`src/rtl/wdog_pkg.sv`:
```
package wdog_pkg;
  localparam int OFS_COUNT   = 'h00;
  localparam int OFS_RELOAD  = 'h04;
  localparam int OFS_RESTART = 'h08;
  localparam int OFS_CTRL    = 'h0C;
  localparam int OFS_STATUS  = 'h10;
  localparam int OFS_PULSE   = 'h14;
  localparam int EN_BIT      = 0;
  localparam int SEL_BIT     = 4;

  typedef struct packed {
    logic load;
    logic run;
    logic halt;
    logic clrFlag;
  } wdStrobe_t;
endpackage

```
`src/rtl/wdog_regs.sv`:
```
module wdog_regs
  import wdog_pkg::*;
#(
  parameter int DATA_W = 32,
  parameter int ADDR_W = 8,
  parameter int PULSE_W = 8,
  parameter logic [15:0] RESTART_KEY = 16'h4755,
  parameter bit SELECTABLE = 1'b1
) (
  input  logic clk,
  input  logic rstN,
  input  logic busSel,
  input  logic busWr,
  input  logic [ADDR_W-1:0] busAddr,
  input  logic [DATA_W-1:0] busWdata,
  output logic [DATA_W-1:0] busRdata,
  input  logic [DATA_W-1:0] liveCount,
  input  logic timeoutFlag,
  output wdStrobe_t strb,
  output logic [DATA_W-1:0] reloadVal,
  output logic [PULSE_W-1:0] pulseWidth,
  output logic fastTick
);
  localparam logic [DATA_W-1:0] SEL_MASK = DATA_W'(1) << SEL_BIT;
  localparam logic [DATA_W-1:0] CTRL_RST = SELECTABLE ? '0 : SEL_MASK;

  logic [DATA_W-1:0] ctrlReg;
  logic [DATA_W-1:0] ctrlNext;
  logic wrEn, enBit, keyHit;
  logic hitReload, hitRestart, hitCtrl, hitStatus, hitPulse;

  assign wrEn       = busSel && busWr;
  assign enBit      = ctrlReg[EN_BIT];
  assign keyHit     = busWdata[15:0] == RESTART_KEY;
  assign hitReload  = busAddr == ADDR_W'(OFS_RELOAD);
  assign hitRestart = busAddr == ADDR_W'(OFS_RESTART);
  assign hitCtrl    = busAddr == ADDR_W'(OFS_CTRL);
  assign hitStatus  = busAddr == ADDR_W'(OFS_STATUS);
  assign hitPulse   = busAddr == ADDR_W'(OFS_PULSE);

  generate
    if (SELECTABLE) begin : g_liveSel
      assign ctrlNext = busWdata;
      assign fastTick = !ctrlReg[SEL_BIT];
    end else begin : g_fixedSel
      assign ctrlNext = busWdata | SEL_MASK;
      assign fastTick = 1'b0;
    end
  endgenerate

  always_comb begin
    strb = '0;
    if (wrEn && hitRestart && keyHit) begin
      strb.load = 1'b1;
      strb.run  = enBit;
    end
    if (wrEn && hitCtrl) begin
      if (busWdata[EN_BIT] && !enBit) begin
        strb.load = 1'b1;
        strb.run  = 1'b1;
      end else if (!busWdata[EN_BIT] && enBit) begin
        strb.halt = 1'b1;
      end
    end
    if (wrEn && hitStatus && busWdata[0]) strb.clrFlag = 1'b1;
  end

  always_ff @(posedge clk or negedge rstN) begin
    if (!rstN) begin
      ctrlReg    <= CTRL_RST;
      reloadVal  <= '0;
      pulseWidth <= '0;
    end else if (wrEn) begin
      if (hitCtrl)   ctrlReg    <= ctrlNext;
      if (hitReload) reloadVal  <= busWdata;
      if (hitPulse)  pulseWidth <= busWdata[PULSE_W-1:0];
    end
  end

  always_comb begin
    busRdata = '0;
    case (busAddr)
      ADDR_W'(OFS_COUNT):  busRdata = liveCount;
      ADDR_W'(OFS_RELOAD): busRdata = reloadVal;
      ADDR_W'(OFS_CTRL):   busRdata = ctrlReg;
      ADDR_W'(OFS_STATUS): busRdata = DATA_W'(timeoutFlag);
      ADDR_W'(OFS_PULSE):  busRdata = DATA_W'(pulseWidth);
      default:             busRdata = '0;
    endcase
  end

  // a restart write without the key never reloads the count
  assert_bad_key_R2: assert property (@(posedge clk) disable iff (!rstN)
    (wrEn && hitRestart && !keyHit) |-> !strb.load);
endmodule

```
`src/rtl/wdog_core.sv`:
```
module wdog_core
  import wdog_pkg::*;
#(
  parameter int DATA_W = 32,
  parameter int PULSE_W = 8,
  parameter int CLK_DIV = 50
) (
  input  logic clk,
  input  logic rstN,
  input  wdStrobe_t strb,
  input  logic [DATA_W-1:0] reloadVal,
  input  logic [PULSE_W-1:0] pulseWidth,
  input  logic fastTick,
  output logic [DATA_W-1:0] liveCount,
  output logic timeoutFlag,
  output logic resetOut
);
  localparam int PRESC_W = (CLK_DIV > 2) ? $clog2(CLK_DIV) : 1;
  localparam logic [PRESC_W-1:0] PRESC_TOP = PRESC_W'(CLK_DIV - 1);

  logic [PRESC_W-1:0] presc;
  logic [PULSE_W-1:0] pulseCnt;
  logic running, tick, expire, prescWrap;

  assign prescWrap = presc == PRESC_TOP;
  assign tick      = running && (fastTick || prescWrap);
  assign expire    = running && (liveCount == '0) && !strb.load;
  assign resetOut  = pulseCnt != '0;

  always_ff @(posedge clk or negedge rstN) begin
    if (!rstN) begin
      presc       <= '0;
      liveCount   <= '0;
      running     <= 1'b0;
      timeoutFlag <= 1'b0;
      pulseCnt    <= '0;
    end else begin
      if (strb.load || prescWrap) presc <= '0;
      else                        presc <= presc + 1'b1;

      if (strb.load)                     liveCount <= reloadVal;
      else if (tick && liveCount != '0)  liveCount <= liveCount - 1'b1;

      if (strb.halt)     running <= 1'b0;
      else if (strb.run) running <= 1'b1;
      else if (expire)   running <= 1'b0;

      if (expire)            timeoutFlag <= 1'b1;
      else if (strb.clrFlag) timeoutFlag <= 1'b0;

      if (expire)               pulseCnt <= pulseWidth;
      else if (pulseCnt != '0)  pulseCnt <= pulseCnt - 1'b1;
    end
  end

  // a reload strobe puts the reload value into the count
  assert_load_R2: assert property (@(posedge clk) disable iff (!rstN)
    strb.load |=> liveCount == $past(reloadVal));
  // a stopped watchdog keeps its count
  assert_hold_R5: assert property (@(posedge clk) disable iff (!rstN)
    (!running && !strb.load) |=> $stable(liveCount));
  // halting clears the running state
  assert_halt_R5: assert property (@(posedge clk) disable iff (!rstN)
    strb.halt |=> !running);
  // the timeout flag is sticky until cleared
  assert_flag_sticky_R9: assert property (@(posedge clk) disable iff (!rstN)
    (timeoutFlag && !strb.clrFlag) |=> timeoutFlag);
  // a pulse starts only together with a latched timeout and a stop
  assert_pulse_cause_R8: assert property (@(posedge clk) disable iff (!rstN)
    $rose(resetOut) |-> (timeoutFlag && !running));
  // a reload in the expiry cycle suppresses the pulse
  assert_restart_wins_R12: assert property (@(posedge clk) disable iff (!rstN)
    strb.load |=> !$rose(resetOut));
endmodule

```
`src/rtl/keyed_watchdog.sv`:
```
module keyed_watchdog
  import wdog_pkg::*;
#(
  parameter int DATA_W = 32,
  parameter int ADDR_W = 8,
  parameter int CLK_DIV = 50,
  parameter logic [15:0] RESTART_KEY = 16'h4755,
  parameter bit SELECTABLE = 1'b1
) (
  input  logic clk,
  input  logic rstN,
  input  logic busSel,
  input  logic busWr,
  input  logic [ADDR_W-1:0] busAddr,
  input  logic [DATA_W-1:0] busWdata,
  output logic [DATA_W-1:0] busRdata,
  output logic wdResetOut
);
  localparam int PULSE_W = SELECTABLE ? 8 : 20;

  wdStrobe_t strb;
  logic [DATA_W-1:0] reloadVal, liveCount;
  logic [PULSE_W-1:0] pulseWidth;
  logic fastTick, timeoutFlag;

  wdog_regs #(
    .DATA_W(DATA_W), .ADDR_W(ADDR_W), .PULSE_W(PULSE_W),
    .RESTART_KEY(RESTART_KEY), .SELECTABLE(SELECTABLE)
  ) uRegs (
    .clk(clk), .rstN(rstN), .busSel(busSel), .busWr(busWr),
    .busAddr(busAddr), .busWdata(busWdata), .busRdata(busRdata),
    .liveCount(liveCount), .timeoutFlag(timeoutFlag), .strb(strb),
    .reloadVal(reloadVal), .pulseWidth(pulseWidth), .fastTick(fastTick)
  );

  wdog_core #(
    .DATA_W(DATA_W), .PULSE_W(PULSE_W), .CLK_DIV(CLK_DIV)
  ) uCore (
    .clk(clk), .rstN(rstN), .strb(strb), .reloadVal(reloadVal),
    .pulseWidth(pulseWidth), .fastTick(fastTick), .liveCount(liveCount),
    .timeoutFlag(timeoutFlag), .resetOut(wdResetOut)
  );
endmodule

```
`config.mk`:
```
export PLATFORM = sky130hd
export DESIGN_NAME = keyed_watchdog
export DESIGN_NICKNAME = d
export VERILOG_FILES = /design/src/rtl/wdog_pkg.sv /design/src/rtl/wdog_regs.sv /design/src/rtl/wdog_core.sv /design/src/rtl/keyed_watchdog.sv
export SDC_FILE = /design/constraint.sdc
export NUM_CORES = 1
export LEC_CHECK = 0
export ABC_AREA = 0
export BUFFER_PORTS_ARGS = -buffer_cell sky130_fd_sc_hd__clkbuf_2
export CAP_MARGIN = 20
export CORE_UTILIZATION = 40
export CTS_BUF_LIST = sky130_fd_sc_hd__clkbuf_8
export CTS_CLUSTER_SIZE = 14
export DETAILED_ROUTE_END_ITERATION = 10
export PLACE_DENSITY = 0.7
export SLEW_MARGIN = 5
export SYNTH_ARGS = -nofsm -noshare
export SYNTH_HDL_FRONTEND = slang
export SYNTH_SLANG_ARGS = --single-unit
```
`constraint.sdc`:
```
create_clock -name clk -period 3.8 [get_ports clk]
set_clock_uncertainty 0.15 [all_clocks]
set_input_delay 0.19 -clock clk [delete_from_list [all_inputs] [get_ports clk]]
set_output_delay 0.19 -clock clk [all_outputs]
set_load 0.02 [all_outputs]
```
==> qor.csv <==
metric,value,unit
Pint,0.00218,W
VDD IR max,0.217,mV
Register-to-Register Path Depth,5,
worst skew pair latency,0.42,ns
design area,0.00766,mm^2
post-route ant nets,0,
"Seq/Total Area, Yosys",47.9,%
via count,5389,
"EDFF count, synth",0,
WL final,16200,um
sw power,0.000802,W
Slew HR,35.5,%
Inserted Clock Buffers,17,
pwr/cell area,389,mW/mm^2
Setup Buffers After CTS,0,
htree depth,4,
Die Wd,127,um
CP max stage cell,or4_1,
Critical Path AT,3.36,ns
synthesized area,0.00627,mm^2
Cell variety after synth,59,
initial antenna violation count,0,
Die Y,127,um
synth top area cells,"dfrtp_1 (48%), mux2_2 (14%), a222oi_1 (4.0%)",
post-CTS resize count,0,
clk sink count,120,
drt wl/cell,17.4,um
Setup WS pre-CTS,0.661,ns
worst path cell trace,"or4_4, or4_1, or4_1, or4_1, a31oi_1",
largest net degree at the start of global routing,77,
final worst slack,0.626,ns
layout cell share with drive strength beyond 1,30.0,%
min-delay worst type,in2reg,
fillers,1401,
"slowest stage delay, CP",0.66,ns
placed inst area,0.00692,mm^2
cell taking the most area after synthesis,dfrtp_1,
DP HPWL,11300,um
maximum clock insertion buffer count,2,
top-area cell type share of the netlist area,47.9,%
Post-synth top cells,"dfrtp_1 (120), mux2_2 (79), nand2_1 (47), inv_1 (34), nand3_1 (31)",
NumNets Final,754,
setup violators final,0,
clock share of power,37.3,%
min Tclk post-route,3.17,ns
"Reg clk slew, reported paths",0.07,ns
Mapped Nets,641,
Async SR Flop Fraction,100,%
"Period Utilization, post-route",83.5,%
Min-Delay Path Depth,4,
DRT iter0 DRCs,433,
total grt overflow,0,
Setup Crit Path Kind,reg2reg,
YS warnings,0,
Pre-Repair DR Iteration Count,7,
status,finished clean,
footprint of the multi-input gates,0.00302,mm^2
TritonCTS clock tree,built,
final setup TNS,0,ns
max-cap viol count,0,
post-route insts no fill,930,
Clock Root Buffer,clkbuf_8,
register share of total power,49.1,%
Tot Pwr,0.00298,W
Leakage,3.55,nW
Area Overhead vs Synth,22.2,%
vias in the first global route,5251,
Mapped Avg Cell Area,10.6,um^2
overall routing resource usage,20.8,%
full die area,0.0162,mm^2
first-pass GRT wire length,26400,um
initial core utilization,41.1,%
GPL Wtd Cong,0.851,
Setup crit start kind,flip-flop,
Inst Count DP,862,
Post-Synthesis Cells,593,
CP required,3.99,ns
"flops & latches, synth",120,
FMAX,0.315,GHz
Final Hold Viols,0,
most numerous cell in the Yosys netlist,dfrtp_1,
Reg area,0.00300,mm^2
worst-path maximum fanout,9,
IO Port Bufs,76,
CP Capture Type,flip-flop,
max-slew violations,0,
Via density,5.79,
Slew @ Worst Pin,0.967,ns
combinational share of power,13.7,%
most used flip-flop cell after synthesis,dfrtp_1,
"most used cell, CP",or4_1,
Core Area,0.0153,mm^2
I/O pins,77,
RSZ-0062 raised after global routing,false,
number of remaining DRC errors,0,
Net Sw Frac,26.9,%
FP Rows,45,
number of diodes,0,
layout by cell type, fill, tap and decap left out, drive strengths merged, types with 3 or more instances in the layout:
cell type    count
a22oi           16
a21oi           11
or4             30
and2             4
nand2b           3
o21ai           11
nor3             6
a211o            3
a222oi          25
o211ai          17
and4             3
mux2i            3
nand3           31
o31ai            6
xor2             6
dfrtp          120
clkbuf          95
or3             13
a31oi            6
nor4             8
clkinv           4
inv             38
ha               4
xnor2            5
nand4           11
and3             3
nand2           47
dlygate4sd3     36
nor2            24
mux2            79
buf             17
or2              5
final timing paths:
check,slack (ns),start,to
max,0.63,uCore.liveCount[3]$_DFFE_PN0P_,uCore.liveCount[22]$_DFFE_PN0P_
min,0.25,busSel,uCore.running$_DFFE_PN0P_
max reg2reg,0.63,uCore.liveCount[3]$_DFFE_PN0P_,uCore.liveCount[22]$_DFFE_PN0P_
min reg2reg,0.35,uCore.presc[0]$_DFF_PN0_,uCore.presc[0]$_DFF_PN0_
max in group asynchronous,2.28,rstN,uRegs.reloadVal[3]$_DFFE_PN0P_
min in group asynchronous,0.32,rstN,uRegs.reloadVal[28]$_DFFE_PN0P_
critical path, delay by kind of cell, from the launching register on:
family,cells,cell delay (ns)
compound gates,1,0.19
simple gates,4,2.29
flops,1,0.46
kinds of logic (layout without fill, tap and decap cells):
kind of cell / count (synthesis) / count (layout) / synth area share [%]
and+or+nand+nor: 202 / 202 / 18.0
buffers and inverters: 68 / 194 / 4.11
xor gates and xnor gates: 11 / 11 / 1.54
AOI/OAI and AO/OA: 106 / 106 / 13.0
muxes: 82 / 82 / 14.7
adders and majority gates: 4 / 4 / 0.798
DFF: 120 / 120 / 47.9
repair_timing:
| action | in CTS | in global routing |
|---|---|---|
| endpoints found under the hold margin | 147 | 0 |
| hold buffers | 36 | 0 |
| setup endpoints to repair | 0 | 0 |
state kept, by name, summed over array words and instances, names as in the netlist:
signal and count:
uCore.timeoutFlag 1, uRegs.reloadVal 32, uCore.liveCount 32, uCore.presc 6
uRegs.ctrlReg 32, uCore.running 1, uRegs.pulseWidth 8, uCore.pulseCnt 8
cell type report:
type	count	area share, %
multi-input combinational	405	39.4
sequential	120	39.2
timing repair buffer	128	11.3
clock buffer	20	3.59
tap	211	3.45
inverter	34	1.67
clock inverter	12	1.44
power groups by stage:
stage / Sequential [W] / Combinational (W) / Clock, W
after global placement: 0.00147 / 0.000362 / 0
after detailed placement: 0.00148 / 0.000380 / 0
final: 0.00146 / 0.000407 / 0.00111
after global routing: 0.00147 / 0.000456 / 0.00119
after CTS: 0.00146 / 0.000410 / 0.00113
after floorplan: 0.00145 / 0.000258 / 0
per-stage QoR:
stage | hold WS [ns] | utilization [%]
final | 0.252 | 50.2
after global placement | 0.243 | 45.3
after global routing | 0.277 | 50.2
after CTS | 0.220 | 50.2
after detailed placement | 0.257 | 45.3
after floorplan | -0.256 | -
routing by layer:
layer | global-route usage [%] | part of all wire [%] | vias up
met4 | 7.77 | 1.8 | 0
li1 | - | - | 2485
met2 | 33.2 | 47 | 184
met5 | 0 | 0 | -
met1 | 28.1 | 45 | 2694
met3 | 3.98 | 5.9 | 26
(Power assumes the default switching activity.)
